`src/rtl/mbx_bank_pkg.sv`:
```
// Package: address map constants shared by the bank, its submodules and checker.
// Assumes byte addresses with registers placed on a 4-byte stride.
package mbx_bank_pkg;
    localparam int unsigned REG_STRIDE   = 4;
    localparam int unsigned HOWN_SCR_BASE = 'h128;
    localparam int unsigned MBX_BASE      = 'h13C;
    localparam int unsigned LOWN_SCR_BASE = 'h150;
    localparam int unsigned CTL_ADDR      = 'h164;
endpackage

```
`src/rtl/mbx_reg_group.sv`:
```
// Module: a group of N byte registers written by one port and read by two.
// Assumes the writer has sole write access; read data is zero when the
// address matches no register of the group.
module mbx_reg_group #(
    parameter int unsigned N_REG  = 4,
    parameter int unsigned DATA_W = 8,
    parameter int unsigned ADDR_W = 9,
    parameter int unsigned BASE   = 0,
    parameter int unsigned STRIDE = 4
) (
    input  logic              clk,
    input  logic              rst_n,
    input  logic              wr_en,
    input  logic [ADDR_W-1:0] wr_addr,
    input  logic [DATA_W-1:0] wr_data,
    input  logic [ADDR_W-1:0] a_addr,
    output logic [DATA_W-1:0] a_data,
    input  logic [ADDR_W-1:0] b_addr,
    output logic [DATA_W-1:0] b_data
);
    logic [DATA_W-1:0] regs [N_REG];
    logic [N_REG-1:0]  a_hit;
    logic [N_REG-1:0]  b_hit;

    for (genvar i = 0; i < N_REG; i++) begin : g_reg
        localparam int unsigned OFF = BASE + STRIDE * i;
        assign a_hit[i] = (a_addr == ADDR_W'(OFF));
        assign b_hit[i] = (b_addr == ADDR_W'(OFF));

        // Store one byte when the owning port writes its exact address.
        always_ff @(posedge clk) begin
            if (!rst_n)
                regs[i] <= '0;
            else if (wr_en && (wr_addr == ADDR_W'(OFF)))
                regs[i] <= wr_data;
        end
    end

    // Select the addressed byte for both read ports (zero on no match).
    always_comb begin
        a_data = '0;
        b_data = '0;
        for (int i = 0; i < N_REG; i++) begin
            if (a_hit[i]) a_data = a_data | regs[i];
            if (b_hit[i]) b_data = b_data | regs[i];
        end
    end
endmodule

```
`src/rtl/mbx_irq_ctrl.sv`:
```
// Module: per-mailbox pending interrupt bits toward the host.
// Assumes set comes from a local write with enable, clear from a host read;
// set has priority when both hit the same mailbox in one cycle.
module mbx_irq_ctrl #(
    parameter int unsigned N_MBX  = 4,
    parameter int unsigned ADDR_W = 9,
    parameter int unsigned BASE   = 0,
    parameter int unsigned STRIDE = 4
) (
    input  logic              clk,
    input  logic              rst_n,
    input  logic              set_wr_en,
    input  logic [ADDR_W-1:0] set_addr,
    input  logic [N_MBX-1:0]  irq_en,
    input  logic              clr_rd_en,
    input  logic [ADDR_W-1:0] clr_addr,
    output logic              irq
);
    logic [N_MBX-1:0] pend;

    for (genvar i = 0; i < N_MBX; i++) begin : g_pend
        localparam int unsigned OFF = BASE + STRIDE * i;
        logic set_i;
        logic clr_i;
        assign set_i = set_wr_en && (set_addr == ADDR_W'(OFF)) && irq_en[i];
        assign clr_i = clr_rd_en && (clr_addr == ADDR_W'(OFF));

        // Track pending state: set wins over a same-cycle clear.
        always_ff @(posedge clk) begin
            if (!rst_n)     pend[i] <= 1'b0;
            else if (set_i) pend[i] <= 1'b1;
            else if (clr_i) pend[i] <= 1'b0;
        end
    end

    assign irq = |pend;
endmodule

```
`src/rtl/mbx_periph_reset.sv`:
```
// Module: fixed-length reset pulse generator for the attached peripheral.
// Assumes a trigger while the pulse runs is dropped (no retrigger).
module mbx_periph_reset #(
    parameter int unsigned PULSE_CYC = 4
) (
    input  logic clk,
    input  logic rst_n,
    input  logic trig,
    output logic active
);
    localparam int unsigned CNT_W = $clog2(PULSE_CYC + 1);
    logic [CNT_W-1:0] remain;

    // Load the pulse length on an idle trigger, then count down to zero.
    always_ff @(posedge clk) begin
        if (!rst_n)
            remain <= '0;
        else if (trig && (remain == '0))
            remain <= CNT_W'(PULSE_CYC);
        else if (remain != '0)
            remain <= remain - 1'b1;
    end

    assign active = (remain != '0);
endmodule

```
`src/rtl/dual_port_mailbox_bank.sv`:
```
// Module: top of the two-master mailbox/scratch bank.
// Assumes each register has exactly one writing side, so both ports act in
// the same cycle without arbitration; reads are combinational and gated by
// each port's read enable.
module dual_port_mailbox_bank
    import mbx_bank_pkg::*;
#(
    parameter int unsigned ADDR_W    = 9,
    parameter int unsigned DATA_W    = 8,
    parameter int unsigned N_REG     = 4,
    parameter int unsigned PULSE_CYC = 4
) (
    input  logic              clk,
    input  logic              rst_n,
    input  logic [ADDR_W-1:0] loc_addr,
    input  logic              loc_wr_en,
    input  logic              loc_rd_en,
    input  logic [DATA_W-1:0] loc_wdata,
    output logic [DATA_W-1:0] loc_rdata,
    input  logic [ADDR_W-1:0] hst_addr,
    input  logic              hst_wr_en,
    input  logic              hst_rd_en,
    input  logic [DATA_W-1:0] hst_wdata,
    output logic [DATA_W-1:0] hst_rdata,
    input  logic [N_REG-1:0]  mbx_irq_en,
    output logic              host_irq,
    output logic              periph_rst
);
    localparam logic [ADDR_W-1:0] CTL_A = ADDR_W'(CTL_ADDR);

    logic [DATA_W-1:0] hown_h, hown_l, mbx_h, mbx_l, lown_h, lown_l;
    logic [DATA_W-1:0] ctl_byte;
    logic              flag_host_rst, flag_func_rst;
    logic              pulse_trig;

    mbx_reg_group #(.N_REG(N_REG), .DATA_W(DATA_W), .ADDR_W(ADDR_W),
                    .BASE(HOWN_SCR_BASE), .STRIDE(REG_STRIDE)) u_hown_scr (
        .clk(clk), .rst_n(rst_n),
        .wr_en(hst_wr_en), .wr_addr(hst_addr), .wr_data(hst_wdata),
        .a_addr(hst_addr), .a_data(hown_h),
        .b_addr(loc_addr), .b_data(hown_l));

    mbx_reg_group #(.N_REG(N_REG), .DATA_W(DATA_W), .ADDR_W(ADDR_W),
                    .BASE(MBX_BASE), .STRIDE(REG_STRIDE)) u_mbx (
        .clk(clk), .rst_n(rst_n),
        .wr_en(loc_wr_en), .wr_addr(loc_addr), .wr_data(loc_wdata),
        .a_addr(hst_addr), .a_data(mbx_h),
        .b_addr(loc_addr), .b_data(mbx_l));

    mbx_reg_group #(.N_REG(N_REG), .DATA_W(DATA_W), .ADDR_W(ADDR_W),
                    .BASE(LOWN_SCR_BASE), .STRIDE(REG_STRIDE)) u_lown_scr (
        .clk(clk), .rst_n(rst_n),
        .wr_en(loc_wr_en), .wr_addr(loc_addr), .wr_data(loc_wdata),
        .a_addr(hst_addr), .a_data(lown_h),
        .b_addr(loc_addr), .b_data(lown_l));

    mbx_irq_ctrl #(.N_MBX(N_REG), .ADDR_W(ADDR_W),
                   .BASE(MBX_BASE), .STRIDE(REG_STRIDE)) u_irq (
        .clk(clk), .rst_n(rst_n),
        .set_wr_en(loc_wr_en), .set_addr(loc_addr), .irq_en(mbx_irq_en),
        .clr_rd_en(hst_rd_en), .clr_addr(hst_addr),
        .irq(host_irq));

    assign pulse_trig = hst_wr_en && (hst_addr == CTL_A) && hst_wdata[0];

    mbx_periph_reset #(.PULSE_CYC(PULSE_CYC)) u_prst (
        .clk(clk), .rst_n(rst_n), .trig(pulse_trig), .active(periph_rst));

    // Interface reset status flags, written only by the local side.
    always_ff @(posedge clk) begin
        if (!rst_n) begin
            flag_host_rst <= 1'b0;
            flag_func_rst <= 1'b0;
        end else if (loc_wr_en && (loc_addr == CTL_A)) begin
            flag_host_rst <= loc_wdata[2];
            flag_func_rst <= loc_wdata[1];
        end
    end

    assign ctl_byte = DATA_W'({flag_host_rst, flag_func_rst, periph_rst});

    // Merge group outputs and the control byte into each port's read data.
    always_comb begin
        loc_rdata = '0;
        hst_rdata = '0;
        if (loc_rd_en)
            loc_rdata = hown_l | mbx_l | lown_l |
                        ((loc_addr == CTL_A) ? ctl_byte : '0);
        if (hst_rd_en)
            hst_rdata = hown_h | mbx_h | lown_h |
                        ((hst_addr == CTL_A) ? ctl_byte : '0);
    end
endmodule

```
`config.mk`:
```
export PLATFORM = sky130hd
export DESIGN_NAME = dual_port_mailbox_bank
export DESIGN_NICKNAME = d
export VERILOG_FILES = /design/src/rtl/mbx_bank_pkg.sv /design/src/rtl/mbx_reg_group.sv /design/src/rtl/mbx_irq_ctrl.sv /design/src/rtl/mbx_periph_reset.sv /design/src/rtl/dual_port_mailbox_bank.sv
export SDC_FILE = /design/constraint.sdc
export NUM_CORES = 1
export LEC_CHECK = 0
export ABC_CLOCK_PERIOD_IN_PS = 2500
export BUFFER_PORTS_ARGS = -buffer_cell sky130_fd_sc_hd__buf_4
export CAP_MARGIN = 20
export CORE_MARGIN = 2
export CORE_UTILIZATION = 30
export CTS_CLUSTER_DIAMETER = 200
export CTS_CLUSTER_SIZE = 12
export DETAILED_ROUTE_END_ITERATION = 12
export GPL_TIMING_DRIVEN = 1
export SYNTH_ARGS = -nofsm -noshare
export SYNTH_HDL_FRONTEND = slang
export SYNTH_SLANG_ARGS = --single-unit
```
`constraint.sdc`:
```
create_clock -name clk -period 2.5 [get_ports clk]
set_input_delay 0.25 -clock clk [delete_from_list [all_inputs] [get_ports clk]]
set_output_delay 0.25 -clock clk [all_outputs]
set_load 0.01 [all_outputs]
```
After elaboration in Yosys (flattened, before gate mapping)
Memory sizes are Yosys's and may differ from the RTL's.
Index checks and enable logic that the tools add are counted.
Storage, ports and cells
  ROM bits: 0
  memory bits (writable): 96
  input port bits: 44
  output and inout bits: 18
  latch bits: 0
  register bits: 9
  memories kept: 3
Operators by class
  $add $sub $neg: 1
  div/mod/pow operators: 0
  shift operators: 0
  reduce and logical (&&, ||, !) cells: 33
  mux-type cells: 87
  bitwise operators: 37
  equality and inequality tests: 26
  order comparisons: 0
  multipliers: 0
Memory list
  u_hown_scr.regs: depth 4, width 8, read ports 4, clocked after memory_dff 0, write ports 4, line mbx_reg_group.sv:21  | logic [DATA_W-1:0] regs [N_REG];
  u_lown_scr.regs: depth 4, width 8, read ports 4, clocked after memory_dff 0, write ports 4, line mbx_reg_group.sv:21
  u_mbx.regs: depth 4, width 8, read ports 4, clocked after memory_dff 0, write ports 4, line mbx_reg_group.sv:21
Operators with widths (count)
  2-to-1 mux 8 bit: 38
  equality test 9 bit (second input constant): 26
  OR 8 bit: 22
  2-to-1 mux 1 bit: 45
  logical AND 1 bit: 24
  OR 8 x 3 -> 8 bit: 2
  2-to-1 mux 3 bit: 4
  OR 1 bit: 12
  nonzero test 2 bit: 5
  OR reduction 4 bit: 1
  zero test 3 bit: 1
  nonzero test 3 bit: 1
  subtractor 3 x 1 -> 3 bit (second input constant): 1
  OR reduction 2 bit: 1
  inverter 1 bit: 1

Logic depth before layout (Yosys ltp)
  depth after elaboration: 12
  mapped depth: 8

Modules after synthesis
A second synthesis with hierarchy kept.
Unflattened totals
  cells, all modules: 584
  area total of the unflattened synthesis: 6621.4 um2
By module, submodules not included
  mbx_reg_group at u_lown_scr: cells an instance 133, area each 1966.9 um2, times used 1
  mbx_reg_group at u_mbx: cells an instance 191, area each 1928.1 um2, times used 1
  mbx_reg_group at u_hown_scr: cells an instance 165, area each 1913.1 um2, times used 1
  dual_port_mailbox_bank: cells an instance 46, area each 360.3 um2, times used 1
  mbx_irq_ctrl: cells an instance 31, area each 285.3 um2, times used 1
  mbx_periph_reset: cells an instance 18, area each 167.7 um2, times used 1

Worst setup path before layout
OpenSTA, ideal clock, no wires.
  path type: input to register
  start point: input loc_addr[5]
  end point: memory u_lown_scr.regs[3][0] (enable)
  arrival time: 1.755 ns
  setup slack: 0.361 ns
  stages on the path: 6
  cell sequence: nor4bb_4 > and2_1 > buf_2 > buf_6 > nand2_1 > o21ai_0
RTL lines
  from (decl): line dual_port_mailbox_bank.sv:15  | input logic [ADDR_W-1:0] loc_addr,
  to (decl): line mbx_reg_group.sv:21

Worst setup path after layout
  start point: register u_prst.remain[0]
  end point: output loc_rdata[0]
Between the ends
  cells in the longest elaborated chain, start to end: 4
RTL lines
  from (decl): line mbx_periph_reset.sv:12  | logic [CNT_W-1:0] remain;
  from (signal assigned): line mbx_periph_reset.sv:19  | remain <= CNT_W'(PULSE_CYC);
  from (signal assigned): line mbx_periph_reset.sv:21  | remain <= remain - 1'b1;
  nonzero test 3 bit: line mbx_periph_reset.sv:24  | assign active = (remain != '0);
  2-to-1 mux 3 bit: line dual_port_mailbox_bank.sv:88  | ((loc_addr == CTL_A) ? ctl_byte : '0);
  OR 8 x 3 -> 8 bit: line dual_port_mailbox_bank.sv:87  | loc_rdata = hown_l | mbx_l | lown_l |
  2-to-1 mux 8 bit: line dual_port_mailbox_bank.sv:86  | if (loc_rd_en)
  to (decl): line dual_port_mailbox_bank.sv:19  | output logic [DATA_W-1:0] loc_rdata,
No other way between the ends.

==> flow_summary.ini <==
[worst_setup_path]
critical_path.startpoint_type = register
ff2ff_setup_slack_ns = 1.23
crit_required_ns = 2.25
crit_fanout = 3
cp.arrival_ns = 2.13
end_kind = output port
critical_path_class = register to output port

[yosys]
yosys_warnings = 0
postSynthCellCount = 568
synth-async-reset-ratio = 0
syn_nets = 614
yosys_most_used_dff = edfxtp_1
synth.distinct_cells = 64
synth.avg_cell_area_sq_um = 10.9
synth_edf_count = 96
ys_seq_elements = 105
ys_seq_area_frac = 0.493
synth.cell_area_sq_um = 6210

[sta]
fin_tns_setup_ns = 0
fin_worst_skew_ns = 0.00438
slew_headroom = 0.553
whs_ns = 0.117
timing.final.crit_share = 0.953
hold_violations = 0
setup_viol = 0
fin_crit_ns = 2.38
max_freq_mhz = 420
rsz0062_at_grt = no
worstMarginPinSlew_ns = 0.669
drv_slew = 0

[place]
place_congestion = 0.997
dp_hpwl_um = 17700
dp.cells = 908
port_buffers = 61

[die]
die_w_um = 148
start_util = 0.306
ios = 62
die_h_um = 148
die-area_sq_um = 21900
row_count = 52
fp.coreArea_sq_um = 20300

[routing]
drt-initial-drc-count = 706
wl_um = 22200
drt-vias-per-instance = 5.69
drt_pass1_iterations = 6
vias = 5263
drc_errors = 0
ant_nets = 0
wl_per_cell_um = 24.0

[cells_and_area]
n_antenna_cell = 0
drive_gt1_frac = 0.235
final_cells = 925
fillerInstances = 2044
synthToLayoutAreaGrowth_pct = 20.5
fin_nets = 696

[grt]
overflow = 0
track_usage = 0.203
grt_pass1_wl_um = 32500
grt_pass1_vias = 5145
grt_max_degree = 27
antenna_found_initial = 0

[clock_network]
ctsHoldBuffers = 0
clkTransAtPathRegs_ns = 0.08
cts_root_buf = clkbuf_16
clk_latency_ns = 0.36
cts_htree_levels = 3
cts_tree = done
clock_path_buffers = 2
cts_num_sinks = 105
cts_buffers = 9

[power_and_ir_drop]
leakage_uw = 0.00264
ir_worst_vdd_v = 0.000326
powerDensity_nw_per_um2 = 558

[min_path]
hp-class = primary input to register

[run]
cap_violations = 0

[status]
status = complete, no violations
## state kept, by name (all words and copies together), names as in the netlist
signal and cells:
u_irq.pend 4, flag_host_rst 1, u_prst.remain 3, u_lown_scr.regs 32, u_mbx.regs 32, flag_func_rst 1, u_hown_scr.regs 32
## final cells by class
class / count / area [sq um] / area share
timing repair buffer: 101 / 758 / 0.101
clock buffer: 10 / 229 / 0.0306
tap: 270 / 338 / 0.0452
inverter: 7 / 26.3 / 0.00351
multi-input combinational: 426 / 2990 / 0.400
sequential: 105 / 3060 / 0.410
clock inverter: 6 / 76.3 / 0.0102
## where the power goes
group / internal (uW) / total, uW / switching (uW) / leakage [uW]
logic: 255 / 598 / 343 / 0.00150
clock network: 793 / 1450 / 661 / 0.000149
registers: 2010 / 2120 / 106 / 0.000985
## final timing paths
path	endpoint	cells after the start	start
worst max-delay path	loc_rdata[0]	9	u_prst.remain[0]$_SDFFE_PP0P_
worst min-delay path	u_irq.pend[3]$_SDFFE_PN0P_	2	mbx_irq_en[3]
worst max register to register	u_prst.remain[0]$_SDFFE_PP0P_	6	u_prst.remain[1]$_SDFFE_PP0P_
worst min register to register	u_irq.pend[0]$_SDFFE_PN0P_	1	u_irq.pend[0]$_SDFFE_PN0P_
## cell usage in the layout, fill, tap and decap left out, types with 9 or more instances in the layout
cell type / Yosys / final
and3_1: 9 / 9
o2bb2ai_1: 10 / 10
nor2b_1: 11 / 10
edfxtp_1: 96 / 96
and2_1: 99 / 99
a31oi_1: 15 / 15
mux2i_1: 29 / 29
a22o_1: 11 / 11
nand2_1: 44 / 44
nand3_1: 24 / 24
nor2_1: 20 / 20
a22oi_1: 28 / 28
buf_4: 3 / 101
o21ai_0: 22 / 22
clkbuf_16: 0 / 9
mux2_2: 10 / 10
## through the flow
stage	utilization	setup WS (ns)	area, sq um	power, uW
after global placement	0.352	0.244	7150	2680
after CTS	0.368	0.0546	7470	4160
final	0.369	0.117	7480	4170
after global routing	0.369	0.0125	7480	4300
after floorplan	-	0.361	6210	2390
after detailed placement	0.352	0.146	7150	2700
## synth_stat cells (all sizes together) (15+ instances only)
cell,n,share of area
o21ai,23,0.019
edfxtp,96,0.46
a31oi,15,0.015
nand2,44,0.027
nor2,31,0.026
a22oi,28,0.034
nand3,25,0.022
buf,19,0.017
mux2i,29,0.047
and2,99,0.10
## critical path: stages, from the launching register on
cell and delay [ns]:
dfxtp_2 0.33, inv_2 0.08, ha_4 0.14, nor2b_4 0.15, inv_2 0.07, a22o_1 0.20
a2bb2oi_1 0.14, o31ai_1 0.10, o41a_1 0.41, buf_4 0.16
## cells by family (layout without fill, tap and decap cells)
kind of cell               after synthesis  after routing  share of synthesized area
and+or+nand+nor                        250            250                      0.246
AOI/OAI and AO/OA                      134            134                      0.160
DFF                                    105            105                      0.493
muxes                                   40             40                     0.0685
buffers and inverters                   37            124                     0.0282
adders and majority gates                2              2                    0.00403
## layer usage
layer	track usage	wire, um
met5	0	0
met1	0.280	9610
met3	0.0426	1800
met4	0.0781	875
met2	0.316	9950
## timing repair
| item | CTS | global route |
|---|---|---|
| endpoints found under the setup margin | 1 | 1 |
| resized for setup | 3 | 5 |
| cloned | 0 | 0 |
| pin swaps | 1 | 1 |
| buffers inserted | 1 | 0 |
(Power assumes the default switching activity.)
